File: src/rtl/nimh_seq_pkg.sv
// Package: shared state and mode encodings for the charge sequencer.
// Assumes: codes are visible at the ports and must stay fixed.
package nimh_seq_pkg;

    typedef enum logic [2:0] {
        ST_RESET   = 3'd0,
        ST_WAIT    = 3'd1,
        ST_PRECHG  = 3'd2,
        ST_FAST    = 3'd3,
        ST_TOPOFF  = 3'd4,
        ST_MAINT   = 3'd5,
        ST_FAULT   = 3'd6,
        ST_SUSPEND = 3'd7
    } chg_state_t;

    typedef enum logic [1:0] {
        MD_OFF   = 2'd0,
        MD_FULL  = 2'd1,
        MD_QTR   = 2'd2,
        MD_MAINT = 2'd3
    } chg_mode_t;

endpackage

File: src/rtl/chg_min_timer.sv
// Module: counts elapsed minutes in the current phase.
// Divides the tick input by TICKS_PER_MIN to form minutes and saturates the
// minute count. Assumes clr is high on every phase change.
module chg_min_timer #(
    parameter int TICKS_PER_MIN = 60,
    parameter int MIN_W         = 9
) (
    input  logic             clk,
    input  logic             rst_n,
    input  logic             clr,
    input  logic             tick,
    output logic [MIN_W-1:0] elapsed
);
    localparam int PW = (TICKS_PER_MIN > 1) ? $clog2(TICKS_PER_MIN) : 1;
    localparam logic [PW-1:0]    PRESC_LAST = PW'(TICKS_PER_MIN - 1);
    localparam logic [MIN_W-1:0] MIN_SAT    = '1;

    logic [PW-1:0] presc_q;
    logic          min_pulse;

    // Marks the tick that completes a minute.
    always_comb min_pulse = tick && (presc_q == PRESC_LAST);

    // Tick prescaler, restarted with the phase.
    always_ff @(posedge clk) begin
        if (!rst_n || clr)    presc_q <= '0;
        else if (min_pulse)   presc_q <= '0;
        else if (tick)        presc_q <= presc_q + 1'b1;
    end

    // Saturating minute count for the current phase.
    always_ff @(posedge clk) begin
        if (!rst_n || clr)                      elapsed <= '0;
        else if (min_pulse && elapsed != MIN_SAT) elapsed <= elapsed + 1'b1;
    end


    min_monotonic_chk: assert property (@(posedge clk) disable iff (!rst_n)
        !clr |=> elapsed >= $past(elapsed));


    min_no_tick_chk: assert property (@(posedge clk) disable iff (!rst_n)
        (!clr && !tick) |=> $stable(elapsed));

endmodule

File: src/rtl/chg_duty_gen.sv
// Module: applies the duty pattern of the charge mode to the enable flag.
// A tick-driven phase counter restarts on clr. Quarter mode enables one
// phase in 2**QTR_SH, maintenance one in 2**MNT_SH. Assumes QTR_SH <= MNT_SH.
module chg_duty_gen
    import nimh_seq_pkg::*;
#(
    parameter int QTR_SH = 2,
    parameter int MNT_SH = 6
) (
    input  logic      clk,
    input  logic      rst_n,
    input  logic      clr,
    input  logic      tick,
    input  chg_mode_t mode,
    output logic      chg_en
);
    logic [MNT_SH-1:0] phase_q;

    // Free-running duty phase, advanced by the time base.
    always_ff @(posedge clk) begin
        if (!rst_n || clr) phase_q <= '0;
        else if (tick)     phase_q <= phase_q + 1'b1;
    end

    // Enable decode per mode.
    always_comb begin
        unique case (mode)
            MD_FULL:  chg_en = 1'b1;
            MD_QTR:   chg_en = (phase_q[QTR_SH-1:0] == '0);
            MD_MAINT: chg_en = (phase_q == '0);
            default:  chg_en = 1'b0;
        endcase
    end


    duty_off_chk: assert property (@(posedge clk) disable iff (!rst_n)
        (mode == MD_OFF) |-> !chg_en);


    duty_single_chk: assert property (@(posedge clk) disable iff (!rst_n)
        (mode != MD_FULL && chg_en && tick && !clr && $stable(mode)) |=> !chg_en);

endmodule

File: src/rtl/nimh_charge_seq.sv
// Module: top-level charge sequencer for one cell.
// Holds the phase state machine, picks the over-voltage limit from the live
// charge enable, and compares the phase minute count against the timeouts.
// Assumes all flags are synchronous to clk and tick is one cycle wide.
module nimh_charge_seq
    import nimh_seq_pkg::*;
#(
    parameter int TICKS_PER_MIN = 60,
    parameter int TMO_W         = 9,
    parameter int PRECHG_MIN    = 30,
    parameter int QTR_SH        = 2,
    parameter int MNT_SH        = 6
) (
    input  logic             clk,
    input  logic             rst_n,
    input  logic             supply_ok,
    input  logic             suspend_req,
    input  logic             vcell_low,
    input  logic             ov_open,
    input  logic             ov_charge,
    input  logic             too_cold,
    input  logic             too_warm,
    input  logic             too_hot,
    input  logic             imp_fail,
    input  logic             term_done,
    input  logic             tick,
    input  logic [TMO_W-1:0] fast_tmo_min,
    output logic [2:0]       state_code,
    output logic [1:0]       chg_mode,
    output logic             chg_en
);
    localparam logic [TMO_W-1:0] PRECHG_LIM = TMO_W'(PRECHG_MIN);

    chg_state_t       state_q, state_d;
    chg_mode_t        mode;
    logic             phase_clr;
    logic [TMO_W-1:0] elapsed;
    logic             ov_hit;
    logic             pre_exp, fast_exp, top_exp;

    chg_min_timer #(
        .TICKS_PER_MIN (TICKS_PER_MIN),
        .MIN_W         (TMO_W)
    ) u_timer (
        .clk     (clk),
        .rst_n   (rst_n),
        .clr     (phase_clr),
        .tick    (tick),
        .elapsed (elapsed)
    );

    chg_duty_gen #(
        .QTR_SH (QTR_SH),
        .MNT_SH (MNT_SH)
    ) u_duty (
        .clk    (clk),
        .rst_n  (rst_n),
        .clr    (phase_clr),
        .tick   (tick),
        .mode   (mode),
        .chg_en (chg_en)
    );

    // Over-voltage limit follows whether current flows right now.
    always_comb ov_hit = chg_en ? ov_charge : ov_open;

    // Phase timeout compares.
    always_comb begin
        pre_exp  = (elapsed >= PRECHG_LIM);
        fast_exp = (elapsed >= fast_tmo_min);
        top_exp  = (elapsed >= (fast_tmo_min >> 1));
    end

    // Next-state selection, overrides first.
    always_comb begin
        state_d = state_q;
        if (!supply_ok) begin
            state_d = ST_RESET;
        end else if (suspend_req) begin
            state_d = ST_SUSPEND;
        end else begin
            unique case (state_q)
                ST_RESET, ST_SUSPEND: state_d = ST_WAIT;
                ST_WAIT:
                    if (!ov_open && !too_cold && !too_warm) state_d = ST_PRECHG;
                ST_PRECHG:
                    if (ov_hit || too_hot || pre_exp) state_d = ST_FAULT;
                    else if (!vcell_low)              state_d = ST_FAST;
                ST_FAST:
                    if (ov_hit || imp_fail)           state_d = ST_FAULT;
                    else if (too_hot)                 state_d = ST_MAINT;
                    else if (term_done || fast_exp)   state_d = ST_TOPOFF;
                ST_TOPOFF:
                    if (ov_hit)                       state_d = ST_FAULT;
                    else if (too_hot || top_exp)      state_d = ST_MAINT;
                ST_MAINT, ST_FAULT:
                    if (ov_charge)                    state_d = ST_WAIT;
                default: state_d = ST_RESET;
            endcase
        end
    end

    // State register.
    always_ff @(posedge clk) begin
        if (!rst_n) state_q <= ST_RESET;
        else        state_q <= state_d;
    end

    // Counters restart on every change and stay cleared in the override states.
    always_comb phase_clr = (state_d != state_q) || (state_q == ST_RESET)
                            || (state_q == ST_SUSPEND);

    // Charge mode per state.
    always_comb begin
        unique case (state_q)
            ST_FAST:             mode = MD_FULL;
            ST_PRECHG, ST_TOPOFF: mode = MD_QTR;
            ST_MAINT:            mode = MD_MAINT;
            default:             mode = MD_OFF;
        endcase
    end

    always_comb begin
        state_code = state_q;
        chg_mode   = mode;
    end


    supply_loss_chk: assert property (@(posedge clk) disable iff (!rst_n)
        !supply_ok |=> (state_q == ST_RESET && !chg_en));


    suspend_chk: assert property (@(posedge clk) disable iff (!rst_n)
        (supply_ok && suspend_req) |=> (state_q == ST_SUSPEND && !chg_en));


    wait_hold_chk: assert property (@(posedge clk) disable iff (!rst_n)
        (state_q == ST_WAIT && supply_ok && !suspend_req
         && (ov_open || too_cold || too_warm)) |=> state_q == ST_WAIT);


    fault_hold_chk: assert property (@(posedge clk) disable iff (!rst_n)
        (state_q == ST_FAULT && supply_ok && !suspend_req && !ov_charge)
        |=> state_q == ST_FAULT);


    ov_select_chk: assert property (@(posedge clk) disable iff (!rst_n)
        (state_q == ST_PRECHG && supply_ok && !suspend_req && !chg_en && ov_open)
        |=> state_q == ST_FAULT);


    fast_full_chk: assert property (@(posedge clk) disable iff (!rst_n)
        (state_q == ST_FAST) |-> chg_en);

endmodule

File: config.mk
export PLATFORM = sky130hd
export DESIGN_NAME = nimh_charge_seq
export DESIGN_NICKNAME = d
export VERILOG_FILES = /design/src/rtl/nimh_seq_pkg.sv /design/src/rtl/chg_min_timer.sv /design/src/rtl/chg_duty_gen.sv /design/src/rtl/nimh_charge_seq.sv
export SDC_FILE = /design/constraint.sdc
export NUM_CORES = 1
export LEC_CHECK = 0
export BUFFER_PORTS_ARGS = -buffer_cell sky130_fd_sc_hd__buf_2
export CAP_MARGIN = 20
export CORE_MARGIN = 1.5
export CORE_UTILIZATION = 58
export CTS_CLUSTER_SIZE = 40
export DETAILED_ROUTE_END_ITERATION = 10
export PLACE_DENSITY_LB_ADDON = 0.08
export REMOVE_ABC_BUFFERS = 1
export SLEW_MARGIN = 20
export SYNTH_ARGS = -nofsm -noshare
export SYNTH_HDL_FRONTEND = slang
export SYNTH_SLANG_ARGS = --single-unit
File: constraint.sdc
create_clock -name clk -period 3.5 [get_ports clk]
set_clock_uncertainty 0.15 [all_clocks]
set_input_delay 0 -clock clk [delete_from_list [all_inputs] [get_ports clk]]
set_output_delay 0 -clock clk [all_outputs]
set_load 0.02 [all_outputs]
==> summary.md, run 1 <==
| Metric | Value |
|---|---|
| Netlist cell types | `just over 50` |
| Root Driver | `clkbuf_4` |
| Design area | `between 0.002 and 0.0025 mm²` |
| Ys async rst share | `0%` |
| Postcts setup bufs | `0` |
| Setup crit end kind | `flop` |
| Initial core utilization | `between 60% and 70%` |
| Final-report setup violation count | `0` |
| VDD IR-drop max | `0.273 mV` |
| Via count | `about 1800` |
| Largest net degree at the start of global routing | `22` |
| Post-route ant nets | `0` |
| Initial DRC count | `98` |
| Crit path cell chain | `inv_1 > ha_1 > nand2b_1 > a41o_1 > a211o_1 > o2111a_1 > a211oi_2 > nand4_1 > buf_4 > a21boi_0` |
| WP data required | `3.59 ns` |
| Slew Viols, Final | `0` |
| Biggest area consumer among synthesized cells | `dfxtp_1` |
| Vias/cell | `approximately 5.7` |
| Synthesis-to-layout area growth | `11.8%` |
| Non-Filler Instances | `approximately 320` |
| Fmax | `0.359 GHz` |
| RSZ-0062 raised after global routing | `false` |
| Dpl cells | `between 300 and 400` |
| Slew @ Worst Pin | `about 0.54 ns` |
| Crit path launch type | `flop` |
| WS Path Type | `reg2reg` |
| Syn Inst Count | `about 240` |
| Post-DP Area | `0.00221 mm²` |
| PwrDens | `232 mW/mm²` |
| Setup TNS | `0 ns` |
| Final worst setup slack | `0.713 ns` |
| DR WL met3 | `between 100 and 150 µm` |
| Die span in y | `~62 µm` |
| Gr ovfl total | `0` |
| Core footprint | `approximately 0.0034 mm²` |
| Clock insertion delay at the later pin of the skew report | `about 0.3 ns` |
| EDFF count, synth | `0` |
| Residual DRC | `0` |
| Total GRT Usage | `22.7%` |
| Min-delay src | `suspend_req` |
| Reg2reg path depth | `10` |
| Family with the most delay on the worst path | `compound AO/OA/AOI/OAI gates` |
| Longest Clk Path Bufs | `2` |
| R2R Path Start | `u_timer.elapsed[0]$_SDFFE_PP0P_` |
| Clk slew on worst S/H paths | `0.12 ns` |
| Vias in the first global route | `1722` |
| CP Data Arrival Time | `about 2.9 ns` |
| Antenna violations before repair | `0` |
| ANT cells | `0` |
| Register area share after synthesis | `between 20% and 30%` |
| Hpwl dp | `~3.1 mm` |
| Core Rows | `21` |
| CTS Buf Count | `3` |
| Top cells by area, synth | `dfxtp_1 23%, ha_1 14%, a21oi_2 8.5%, xor2_1 4.7%, a21oi_1 3.4%` |
| RR Endpoint | `u_timer.presc_q[2]$_SDFFE_PP0P_` |
| Crit-path max cell delay | `roughly 0.45 ns` |
| Leakage power | `roughly 0.94 nW` |
| Hold Path Stages | `5` |
| WL/cell | `approximately 13 µm` |
| Tightest Hold Check Type | `in2reg` |
| Mapped cell area | `about 0.002 mm²` |
| Met1 Routed Length | `around 2.1 mm` |
| Drt pass-1 iters | `4` |
| Crit-path slowest cell | `dfxtp_1` |
| Routed wl met2 | `roughly 1.9 mm` |
| I/O Buffers | `27` |
| #FFs+latches synth | `24` |
| Dpl ws | `slightly above 0.7 ns` |
| Layout cells sized above 1 | `between 20% and 30%` |
| Hold Path End | `state_code[1]$_SDFF_PN0_` |
| CP max FO | `21` |
| WL final | `around 4.2 mm` |
| Horiz. Die Dim | `62.5 µm` |
| Reg2Reg Setup Slack | `about 0.71 ns` |
| Max_cap viols | `0` |
| Slew HR | `~63%` |
| Final period util | `between 70% and 80%` |
| Status | `completed` |
| Buffers and inverters on the worst path | `2` |
| Area share of the largest cell type after synthesis | `between 20% and 30%` |
| Nets@finish | `317` |
| Syn_area_per_cell | `8.51 µm²` |
| Max layer used | `met4` |
| Gpl congestion | `between 0.8 and 0.9` |
| Synth warn | `0` |
| First-pass GRT wire length | `between 7 and 8 mm` |
| Top FF cell, synth | `dfxtp_1` |
| Die area | `0.00390 mm²` |
| H-Tree Depth | `1` |
| Hold Slack | `~0.029 ns` |
| Io pins | `28` |
| Fin crit period | `roughly 2.8 ns` |
| CTS tree | `done` |
| CTS Sinks | `24` |
| Final Hold Fails | `0` |
## cell usage after synthesis, types with 2 or more instances
| library cell | count |
|---|---|
| o2111ai_1 | 2 |
| a2111oi_2 | 2 |
| nor3b_1 | 3 |
| a21oi_1 | 14 |
| clkbuf_1 | 2 |
| ha_1 | 23 |
| mux2i_1 | 4 |
| dfxtp_1 | 24 |
| a21oi_2 | 20 |
| nand2b_1 | 5 |
| and3_1 | 3 |
| xnor2_1 | 4 |
| nand2_1 | 18 |
| a211oi_1 | 7 |
| a2111oi_0 | 2 |
| a31oi_1 | 2 |
| nand2b_4 | 2 |
| o21bai_1 | 2 |
| a21o_1 | 2 |
| o211ai_1 | 3 |
| nand3_1 | 5 |
| nor2_1 | 13 |
| nand4_1 | 9 |
| xor2_1 | 11 |
| buf_4 | 4 |
| inv_1 | 16 |
| o21ai_0 | 12 |
| buf_2 | 2 |
| nor3_1 | 3 |
## metal layers
layer | global-route usage, % | vias up
met5 | 0 | -
met4 | 5.83 | 0
met3 | 1.80 | 2
met2 | 37.9 | 37
met1 | 31.5 | 815
li1 | - | 954
## timing repair
action	CTS	global route
hold buffers	5	0
gates resized for setup	0	0
hold endpoints to repair	7	0
## registers in the layout, summed over array words and instances, names as in the netlist
| name | count |
|---|---|
| state_code | 3 |
| u_timer.presc_q | 6 |
| u_timer.elapsed | 9 |
| u_duty.phase_q | 6 |
## power breakdown
part           internal, mW  total (mW)  switching, mW
Sequential            0.276       0.284        0.00819
Clock                0.0634       0.141         0.0775
Combinational        0.0455       0.108         0.0621
## how the worst max path moves through the flow
stage,start,to,slack [ns],depth (start not counted)
global route,u_timer.elapsed[0]$_SDFFE_PP0P_,u_timer.presc_q[2]$_SDFFE_PP0P_,0.45,10
global placement,u_timer.elapsed[0]$_SDFFE_PP0P_,u_timer.presc_q[2]$_SDFFE_PP0P_,0.79,10
detailed placement,u_timer.elapsed[0]$_SDFFE_PP0P_,u_timer.presc_q[2]$_SDFFE_PP0P_,0.71,10
CTS,u_timer.elapsed[0]$_SDFFE_PP0P_,u_timer.presc_q[2]$_SDFFE_PP0P_,0.70,10
floorplan,u_timer.elapsed[0]$_SDFFE_PP0P_,u_timer.presc_q[2]$_SDFFE_PP0P_,0.12,9
finish,u_timer.elapsed[0]$_SDFFE_PP0P_,u_timer.presc_q[2]$_SDFFE_PP0P_,0.71,10
## cell usage in the layout, fill, tap and decap left out, types with 9 or more instances in the layout
cell / count
buf_2: 27
dfxtp_1: 24
ha_1: 23
a21oi_2: 20
nand2_1: 18
inv_1: 16
a21oi_1: 14
nor2_1: 13
o21ai_0: 12
xor2_1: 11
nand4_1: 9
## through the flow
step	power [mW]	utilization, %
2_1_floorplan	0.355	-
3_3_place_gp	0.392	65.6
3_5_place_dp	0.392	65.6
4_1_cts	0.538	68.2
5_1_grt	0.564	68.2
6_report	0.532	68.2
## tightest hold or removal path: stages
cell      delay (ns)
buf_2           0.17
a21oi_1         0.05
o21ai_0         0.09
a211oi_1        0.06
nor2_1          0.08
## final cells by class
class	count	area [µm²]
tap	46	57.6
timing repair buffer	35	208
sequential	24	480
fill	316	1070
inverter	16	60.1
clock buffer	4	36.3
multi-input combinational	192	1450
## kinds of logic (layout without fill, tap and decap cells)
kind of cell / after synthesis / in the layout / share of synthesized area (%)
xor gates and xnor gates: 15 / 15 / 6.41
muxes: 4 / 4 / 1.95
buffers and inverters: 25 / 55 / 5.80
AOI/OAI and AO/OA: 80 / 80 / 29.6
DFF: 24 / 24 / 23.4
and+or+nand+nor: 70 / 70 / 18.8
adders and majority gates: 23 / 23 / 14.0
Power figures use the tool's default switching activity.
==> run 2, diff against run 1 <==
--- a/config.mk
+++ b/config.mk
@@ -5,10 +5,11 @@
 export SDC_FILE = /design/constraint.sdc
 export NUM_CORES = 1
 export LEC_CHECK = 0
+export ABC_AREA = 1
 export BUFFER_PORTS_ARGS = -buffer_cell sky130_fd_sc_hd__buf_2
 export CAP_MARGIN = 20
 export CORE_MARGIN = 1.5
-export CORE_UTILIZATION = 58
+export CORE_UTILIZATION = 52
 export CTS_CLUSTER_SIZE = 40
 export DETAILED_ROUTE_END_ITERATION = 10
 export PLACE_DENSITY_LB_ADDON = 0.08
==> constraint.sdc (replaced) <==
create_clock -name clk -period 2.32 [get_ports clk]
set_clock_uncertainty 0.15 [all_clocks]
set_input_delay 0 -clock clk [delete_from_list [all_inputs] [get_ports clk]]
set_output_delay 0 -clock clk [all_outputs]
set_load 0.02 [all_outputs]
==> run 2 against run 1 <==
  * The run now ends with negative setup slack left
  * Non-clock buffer count grew 22
  * Sequential power up 47%
  * Setup slack lost 0.73 ns
  * Synthesized area grew 1.4%
  * Total power up 96%
  * Register-to-register slack worse by 0.73 ns
  * Final area up 26%
  * Critical path type unchanged
  * Count of clock-buffer cells in the layout shrank 1
  * Routed wire length is 20% higher
  * Clock power increased to 2.6 times the previous value
==> summary.md, run 2 <==
| Metric | Value |
|---|---|
| Top Registers | `u_timer.elapsed: 9 flops, u_duty.phase_q: 6 flops, u_timer.presc_q: 6 flops (unchanged)` |
| ANT cells | `0 (unchanged)` |
| Critical Path Stages | `19 (was 10)` |
| Final worst setup slack | `-0.0127 ns (was 0.713 ns)` |
| CTS Sinks | `24 (unchanged)` |
| Core Rows | `22 (was 21)` |
| Crit-path slowest cell | `dfxtp_2 (was dfxtp_1)` |
| Initial core utilization | `55.5% (was 61.0%)` |
| Die span in y | `66.2 µm (was 62.5 µm)` |
| Reg2reg path depth | `19 (was 10)` |
| Most frequent cell after synthesis | `nand2_1 (was dfxtp_1)` |
| Failing checks | `negative setup slack` |
| PwrDens | `361 mW/mm² (was 232 mW/mm²)` |
| Syn Inst Count | `296 (was 241)` |
| Drt pass-1 iters | `4 (unchanged)` |
| Crit-path max cell delay | `0.36 ns (was 0.45 ns)` |
| Gpl congestion | `0.890 (was 0.868)` |
| Critical Path Most Common Cell | `nand2_1` |
| CTS Buf Count | `3 (unchanged)` |
| Register area share after synthesis | `23.1% (was 23.4%)` |
| H-Tree Depth | `1 (unchanged)` |
| Core footprint | `0.00374 mm² (was 0.00336 mm²)` |
| Ys async rst share | `0% (unchanged)` |
| Post-route ant nets | `0 (unchanged)` |
| Hpwl dp | `3.51 mm (was 3.15 mm)` |
| Crit path launch type | `flop (unchanged)` |
| Worst Setup EP | `u_timer.elapsed[3]$_SDFFE_PP0P_ (was u_timer.presc_q[2]$_SDFFE_PP0P_)` |
| Top FF cell, synth | `dfxtp_1 (unchanged)` |
| Dpl cells | `389 (was 308)` |
| CP max FO | `7 (was 21)` |
| Mapped cell area | `0.00208 mm² (was 0.00205 mm²)` |
| Setup TNS | `-0.0402 ns (was 0 ns)` |
| Largest net degree at the start of global routing | `16 (was 22)` |
| Largest register FFs | `9 (unchanged)` |
| WP data required | `2.38 ns (was 3.59 ns)` |
| Die area | `0.00439 mm² (was 0.00390 mm²)` |
| #FFs+latches synth | `24 (unchanged)` |
| CP Data Arrival Time | `2.39 ns (was 2.88 ns)` |
| RSZ-0062 raised after global routing | `true (was false)` |
| First-pass GRT wire length | `7.24 mm (was 7.42 mm)` |
| Top cells by area, synth | `dfxtp_1 23%, ha_1 14%, nand2_1 11%, inv_1 8.8%, nor2_1 6.5% (was dfxtp_1 23%, ha_1 14%, a21oi_2 8.5%, xor2_1 4.7%, a21oi_1 3.4%)` |
| I/O Buffers | `27 (unchanged)` |
| Initial DRC count | `179 (was 98)` |
| R2R Path Start | `u_timer.elapsed[3]$_SDFFE_PP0P_ (was u_timer.elapsed[0]$_SDFFE_PP0P_)` |
| WL final | `4.97 mm (was 4.15 mm)` |
| RR Endpoint | `u_timer.elapsed[3]$_SDFFE_PP0P_ (was u_timer.presc_q[2]$_SDFFE_PP0P_)` |
| Hold Path Stages | `7 (was 5)` |
| Vias/cell | `5.04 (was 5.70)` |
| Final Hold Fails | `0 (unchanged)` |
| Setup crit end kind | `flop (unchanged)` |
| Max_cap viols | `0 (unchanged)` |
| EDFF count, synth | `0 (unchanged)` |
| Netlist cell types | `30 (was 51)` |
| Fmax | `0.429 GHz (was 0.359 GHz)` |
| Root Driver | `clkbuf_8 (was clkbuf_4)` |
| Commonest non-fill, non-tap cells in the layout | `51 x nand2_1, 45 x inv_1, 27 x nor2_1, 27 x buf_2, 24 x buf_4 (was 27 x buf_2, 24 x dfxtp_1, 23 x ha_1)` |
| Top post-synthesis cells by count | `61 x nand2_1, 49 x inv_1, 36 x nor2_1 (was 24 x dfxtp_1, 23 x ha_1, 20 x a21oi_2)` |
| Final period util | `101% (was 79.6%)` |
| Residual DRC | `0 (unchanged)` |
| Area share of the largest cell type after synthesis | `23.1% (was 23.4%)` |
| Gr ovfl total | `0 (unchanged)` |
| Tightest Hold Check Type | `in2reg (unchanged)` |
| Horiz. Die Dim | `66.2 µm (was 62.5 µm)` |
| Leakage power | `1.30 nW (was 0.944 nW)` |
| Antenna violations before repair | `0 (unchanged)` |
| Io pins | `28 (unchanged)` |
| Buffers and inverters on the worst path | `3 (was 2)` |
| Vias in the first global route | `1734 (was 1722)` |
| Hold Slack | `0.124 ns (was 0.0289 ns)` |
| Final-report setup violation count | `4 (was 0)` |
| CTS tree | `done (unchanged)` |
| WS Path Type | `reg2reg (unchanged)` |
| Family with the most delay on the worst path | `simple AND/OR/NAND/NOR gates (was compound AO/OA/AOI/OAI gates)` |
| Layout cells sized above 1 | `41.1% (was 23.2%)` |
| Slew Viols, Final | `0 (unchanged)` |
| Total GRT Usage | `20.9% (was 22.7%)` |
| WL/cell | `12.4 µm (was 13.1 µm)` |
| Syn_area_per_cell | `7.03 µm² (was 8.51 µm²)` |
| Reg2Reg Setup Slack | `-0.01 ns (was 0.71 ns)` |
| Most common library cell in the layout ignoring fill and taps | `nand2_1 (was buf_2)` |
| Longest Clk Path Bufs | `2 (unchanged)` |
| Crit path cell chain | `ha_1 > nand2_2 > inv_1 > nand2_1 > nand2_1 > nand2_1 > nand3_1 > nor2_1 > nand3_1 > nand2_1 > nand2_1 > inv_1 > nand2_2 > nand3_2 > nand2_2 > nor2_4 > nand3_4 > clkbuf_16 > nor2_4 (was inv_1 > ha_1 > nand2b_1 > a41o_1 > a211o_1 > o2111a_1 > a211oi_2 > nand4_1 > buf_4 > a21boi_0)` |
| Biggest area consumer among synthesized cells | `dfxtp_1 (unchanged)` |
| Status | `finished, violations left (was completed)` |
| Slew @ Worst Pin | `0.450 ns (was 0.543 ns)` |
| VDD IR-drop max | `0.474 mV (was 0.273 mV)` |
| Non-Filler Instances | `401 (was 317)` |
| Clock insertion delay at the later pin of the skew report | `0.27 ns (was 0.30 ns)` |
| Clk slew on worst S/H paths | `0.08 ns (was 0.12 ns)` |
| Nets@finish | `399 (was 317)` |
| Via count | `2022 (was 1808)` |
| Largest reg by FF count | `u_timer.elapsed (unchanged)` |
| Final core utilization | `77.2% (was 68.2%)` |
| Synthesis-to-layout area growth | `39.0% (was 11.8%)` |
| Slew HR | `69.7% (was 63.4%)` |
| Fin crit period | `2.33 ns (was 2.79 ns)` |
| Crit path from | `u_timer.elapsed[3]$_SDFFE_PP0P_ (was u_timer.elapsed[0]$_SDFFE_PP0P_)` |
| Synth warn | `0 (unchanged)` |
run 2: changes by cell type in the layout (fill, tap and decap cells not counted), sizes merged, moves of 4 or more:
cell	delta
a2111oi	-4
a211oi	-8
a21oi	-26
buf	+22
inv	+35
nand2	+52
nand2b	-7
nand3	+17
nor2	+35
nor3	+4
o21ai	-7
run 2: final cells by class:
cell class | count | area (µm²)
Clock buffer | 3 | 41.3
Inverter | 51 | 194
Clock inverter | 1 | 30.0
Tap cell | 48 | 60.1
Sequential cell | 24 | 512
Multi-Input combinational cell | 217 | 1650
Fill cell | 271 | 852
Timing Repair Buffer | 57 | 400
run 2: metrics by stage:
stage / power [mW] / worst slack (ns) / instance area, µm²
2_1_floorplan: 0.559 / -0.123 / 2030
3_3_place_gp: 0.632 / 0.000589 / 2400
3_5_place_dp: 0.635 / -0.0314 / 2400
4_1_cts: 1.01 / 0.00179 / 2520
5_1_grt: 1.09 / -0.171 / 2890
6_report: 1.04 / -0.0127 / 2890
run 2: kinds of logic after synthesis:
family	Yosys count	share of synthesized area, %
AO/OA/AOI/OAI	15	3.97
XOR/XNOR	16	6.74
adder cells (fa/ha/maj)	23	13.8
buffers and inverters	55	11.6
flip-flops	24	23.1
multiplexers	1	0.481
AND/OR/NAND/NOR	162	40.3
run 2: worst min-delay path by stage:
stage	start	endpoint	slack, ns
5_1_grt	imp_fail	state_code[1]$_SDFF_PN0_	0.18
3_5_place_dp	rst_n	state_code[1]$_SDFF_PN0_	0.13
3_3_place_gp	rst_n	state_code[2]$_SDFF_PN0_	0.11
2_1_floorplan	supply_ok	state_code[0]$_SDFF_PN0_	-0.01
6_report	imp_fail	state_code[1]$_SDFF_PN0_	0.12
4_1_cts	imp_fail	state_code[1]$_SDFF_PN0_	0.10
run 2: routing by layer:
| metal | GRT usage (%) | share of wire [%] |
|---|---|---|
| met1 | 29.8 | 46 |
| met2 | 34.3 | 48 |
| met5 | 0 | 0 |
| met3 | 3.07 | 5.3 |
| met4 | 2.30 | 0.66 |
run 2: power by group:
group | switching [mW] | total (mW) | internal (mW)
clock | 0.139 | 0.370 | 0.231
combinational | 0.147 | 0.256 | 0.109
sequential | 0.00646 | 0.417 | 0.410
total | 0.293 | 1.04 | 0.750
run 2: tightest hold or removal path: stages:
cell	delay (ns)
buf_2	0.08
inv_1	0.07
nand3_1	0.09
nand2_1	0.05
nand4_1	0.08
nand2_1	0.07
nor2_1	0.07
run 2: timing repair:
action	4_1_cts	5_1_grt
setup endpoints to repair	21	21
hold buffers	4	0
endpoints found under the hold margin	7	0
pin swaps	1	25
gates cloned	0	1
resized for setup	4	69
setup buffers	0	3
==> run 3, diff against run 2 <==
--- a/config.mk
+++ b/config.mk
@@ -12,7 +12,9 @@
 export CORE_UTILIZATION = 52
 export CTS_CLUSTER_SIZE = 40
 export DETAILED_ROUTE_END_ITERATION = 10
+export GPL_ROUTABILITY_DRIVEN = 0
 export PLACE_DENSITY_LB_ADDON = 0.08
+export RECOVER_POWER = 100
 export REMOVE_ABC_BUFFERS = 1
 export SLEW_MARGIN = 20
 export SYNTH_ARGS = -nofsm -noshare
==> run 3 against run 2 <==
  * The run still ends with negative setup slack left
  * Register-to-register slack about the same
  * Cell count stayed put
  * Core utilization fell by 0.067 points
  * Total power about the same
  * Via count shrank 0.64%
  * Die area unchanged
  * Maximum frequency is 0.18% lower
==> summary.md, run 3 (synthesis results as in run 2) <==
| Metric | Value |
|---|---|
| Max_cap viols | `0 (unchanged)` |
| Final-report setup violation count | `5 (was 4)` |
| CTS Buf Count | `3 (unchanged)` |
| Commonest non-fill, non-tap cells in the layout | `51 x nand2_1, 45 x inv_1, 27 x nor2_1 (was 51 x nand2_1, 45 x inv_1, 27 x nor2_1, 27 x buf_2, 24 x buf_4)` |
| Setup TNS | `-0.0590 ns (was -0.0402 ns)` |
| Vias/cell | `5.01 (was 5.04)` |
| Drt pass-1 iters | `4 (unchanged)` |
| Layout cells sized above 1 | `40.5% (was 41.1%)` |
| Clk slew on worst S/H paths | `0.08 ns (about the same)` |
| Residual DRC | `0 (unchanged)` |
| Hpwl dp | `3.51 mm (unchanged)` |
| Tightest Hold Check Type | `in2reg (unchanged)` |
| Status | `finished, violations left (unchanged)` |
| Initial DRC count | `179 (unchanged)` |
| Slew @ Worst Pin | `0.454 ns (was 0.450 ns)` |
| Most common library cell in the layout ignoring fill and taps | `nand2_1 (unchanged)` |
| VDD IR-drop max | `0.476 mV (was 0.474 mV)` |
| Longest Clk Path Bufs | `2 (unchanged)` |
| Dpl cells | `389 (unchanged)` |
| Dpl ws | `-0.0314 ns (unchanged)` |
| Sw frac | `28.1% (about the same)` |
| Crit path launch type | `flop (unchanged)` |
| ANT cells | `0 (unchanged)` |
| Seq pwr share | `40.0% (about the same)` |
| Net Switching | `293 µW (about the same)` |
| Reg2Reg Setup Slack | `-0.02 ns (was -0.01 ns)` |
| Nets@finish | `399 (unchanged)` |
| Post-DP Area | `0.00240 mm² (unchanged)` |
| Post-route ant nets | `0 (unchanged)` |
| Slew Viols, Final | `0 (unchanged)` |
| Leakage power | `1.29 nW (was 1.30 nW)` |
| Filler cells | `273 (was 271)` |
| Design area | `0.00289 mm² (about the same)` |
| PwrDens | `361 mW/mm² (about the same)` |
| Failing checks | `negative setup slack (unchanged)` |
| Top Registers | `u_timer.elapsed: 9 flops, u_duty.phase_q: 6 flops, u_timer.presc_q: 6 flops (unchanged)` |
| WL/cell | `12.4 µm (about the same)` |
| Largest reg by FF count | `u_timer.elapsed (unchanged)` |
| CP max FO | `7 (unchanged)` |
| Die span in y | `66.2 µm (unchanged)` |
| WS Path Type | `reg2reg (unchanged)` |
| Final total power | `1.04 mW (about the same)` |
| I/O Buffers | `27 (unchanged)` |
| Core Rows | `22 (unchanged)` |
| CTS Sinks | `24 (unchanged)` |
| Synthesis-to-layout area growth | `38.9% (was 39.0%)` |
| Hold Slack | `0.124 ns (about the same)` |
| Largest net degree at the start of global routing | `16 (unchanged)` |
| Horiz. Die Dim | `66.2 µm (unchanged)` |
| Final period util | `101% (about the same)` |
| CTS tree | `done (unchanged)` |
| RSZ-0062 raised after global routing | `true (unchanged)` |
| Core footprint | `0.00374 mm² (unchanged)` |
| Int Power | `749 µW (was 750 µW)` |
| Clock insertion delay at the later pin of the skew report | `0.27 ns (about the same)` |
| Die area | `0.00439 mm² (unchanged)` |
| WP data required | `2.38 ns (about the same)` |
| Crit-path max cell delay | `0.38 ns (was 0.36 ns)` |
| WL final | `4.97 mm (about the same)` |
| CP Data Arrival Time | `2.40 ns (was 2.39 ns)` |
| Final worst setup slack | `-0.0169 ns (was -0.0127 ns)` |
| Fin crit period | `2.34 ns (was 2.33 ns)` |
| Final Hold Fails | `0 (unchanged)` |
| Final core utilization | `77.2% (about the same)` |
| Initial core utilization | `55.5% (unchanged)` |
| Largest register FFs | `9 (unchanged)` |
| H-Tree Depth | `1 (unchanged)` |
| Crit path cell chain | `ha_4 > nand2_1 > nor2_4 > nand3_2 > nand4_1 > nand2_1 > nand2_1 > nor2_1 > nor2_1 > nand2_2 > nand3_2 > nand2_2 > nor2_4 > nand3_4 > clkbuf_16 > nor2_4 (was ha_1 > nand2_2 > inv_1 > nand2_1 > nand2_1 > nand2_1 > nand3_1 > nor2_1 > nand3_1 > nand2_1 > nand2_1 > inv_1 > nand2_2 > nand3_2 > nand2_2 > nor2_4 > nand3_4 > clkbuf_16 > nor2_4)` |
| Io pins | `28 (unchanged)` |
| Via count | `2009 (was 2022)` |
| Vias in the first global route | `1734 (unchanged)` |
| Crit-path slowest cell | `dfxtp_4 (was dfxtp_2)` |
| Root Driver | `clkbuf_8 (unchanged)` |
| Slew HR | `69.4% (was 69.7%)` |
| Setup crit end kind | `flop (unchanged)` |
| Clk pwr share | `35.5% (about the same)` |
| Combinational Power Share | `24.5% (was 24.6%)` |
| First-pass GRT wire length | `7.24 mm (unchanged)` |
| Antenna violations before repair | `0 (unchanged)` |
| Non-Filler Instances | `401 (unchanged)` |
| Total GRT Usage | `20.9% (unchanged)` |
| Gr ovfl total | `0 (unchanged)` |
| Fmax | `0.428 GHz (was 0.429 GHz)` |
run 3: cell count changes in the layout (fill, tap and decap cells not counted), sizes merged:
cell and change:
buf -2, clkbuf +2
run 3: cell type report:
type | instances | area [µm²] | share of cell area, %
multi-input combinational | 217 | 1650 | 57.3
sequential | 24 | 512 | 17.7
tap | 48 | 60.1 | 2.08
clock inverter | 1 | 30.0 | 1.04
clock buffer | 3 | 41.3 | 1.43
timing repair buffer | 57 | 398 | 13.8
inverter | 51 | 194 | 6.71
run 3: layer usage:
layer | global-route usage (%) | share of wire (%) | vias up
li1 | - | - | 1053
met1 | 29.8 | 47 | 898
met2 | 34.3 | 48 | 52
met3 | 3.07 | 5.0 | 6
met4 | 2.30 | 0.66 | 0
met5 | 0 | 0 | -
run 3: final timing paths:
check / cells after the start / from / endpoint
max: 16 / u_timer.elapsed[6]$_SDFFE_PP0P_ / u_timer.elapsed[3]$_SDFFE_PP0P_
max reg2reg: 16 / u_timer.elapsed[6]$_SDFFE_PP0P_ / u_timer.elapsed[3]$_SDFFE_PP0P_
min: 7 / imp_fail / state_code[1]$_SDFF_PN0_
min reg2reg: 2 / u_timer.presc_q[4]$_SDFFE_PP0P_ / u_timer.presc_q[4]$_SDFFE_PP0P_
run 3: power groups by stage:
| stage | Clock, mW | Combinational [mW] | Sequential (mW) |
|---|---|---|---|
| after global routing | 0.391 | 0.281 | 0.418 |
| after global placement | 0 | 0.200 | 0.432 |
| after CTS | 0.374 | 0.211 | 0.423 |
| final | 0.370 | 0.256 | 0.417 |
| after floorplan | 0 | 0.120 | 0.439 |
| after detailed placement | 0 | 0.203 | 0.432 |
run 3: timing repair:
action,CTS,global route
cloned,0,1
buffers inserted,0,3
pin swaps,1,25
endpoints found under the hold margin,7,0
hold buffers,4,0
gates resized for setup,4,69
endpoints found under the setup margin,21,21
run 3: critical path: cells and delay by family, from the launching register on:
kind	cells	cell delay, ns
buffers and inverters	1	0.19
adder cells (fa/ha/maj)	1	0.27
AND/OR/NAND/NOR	14	1.29
flip-flops	1	0.38
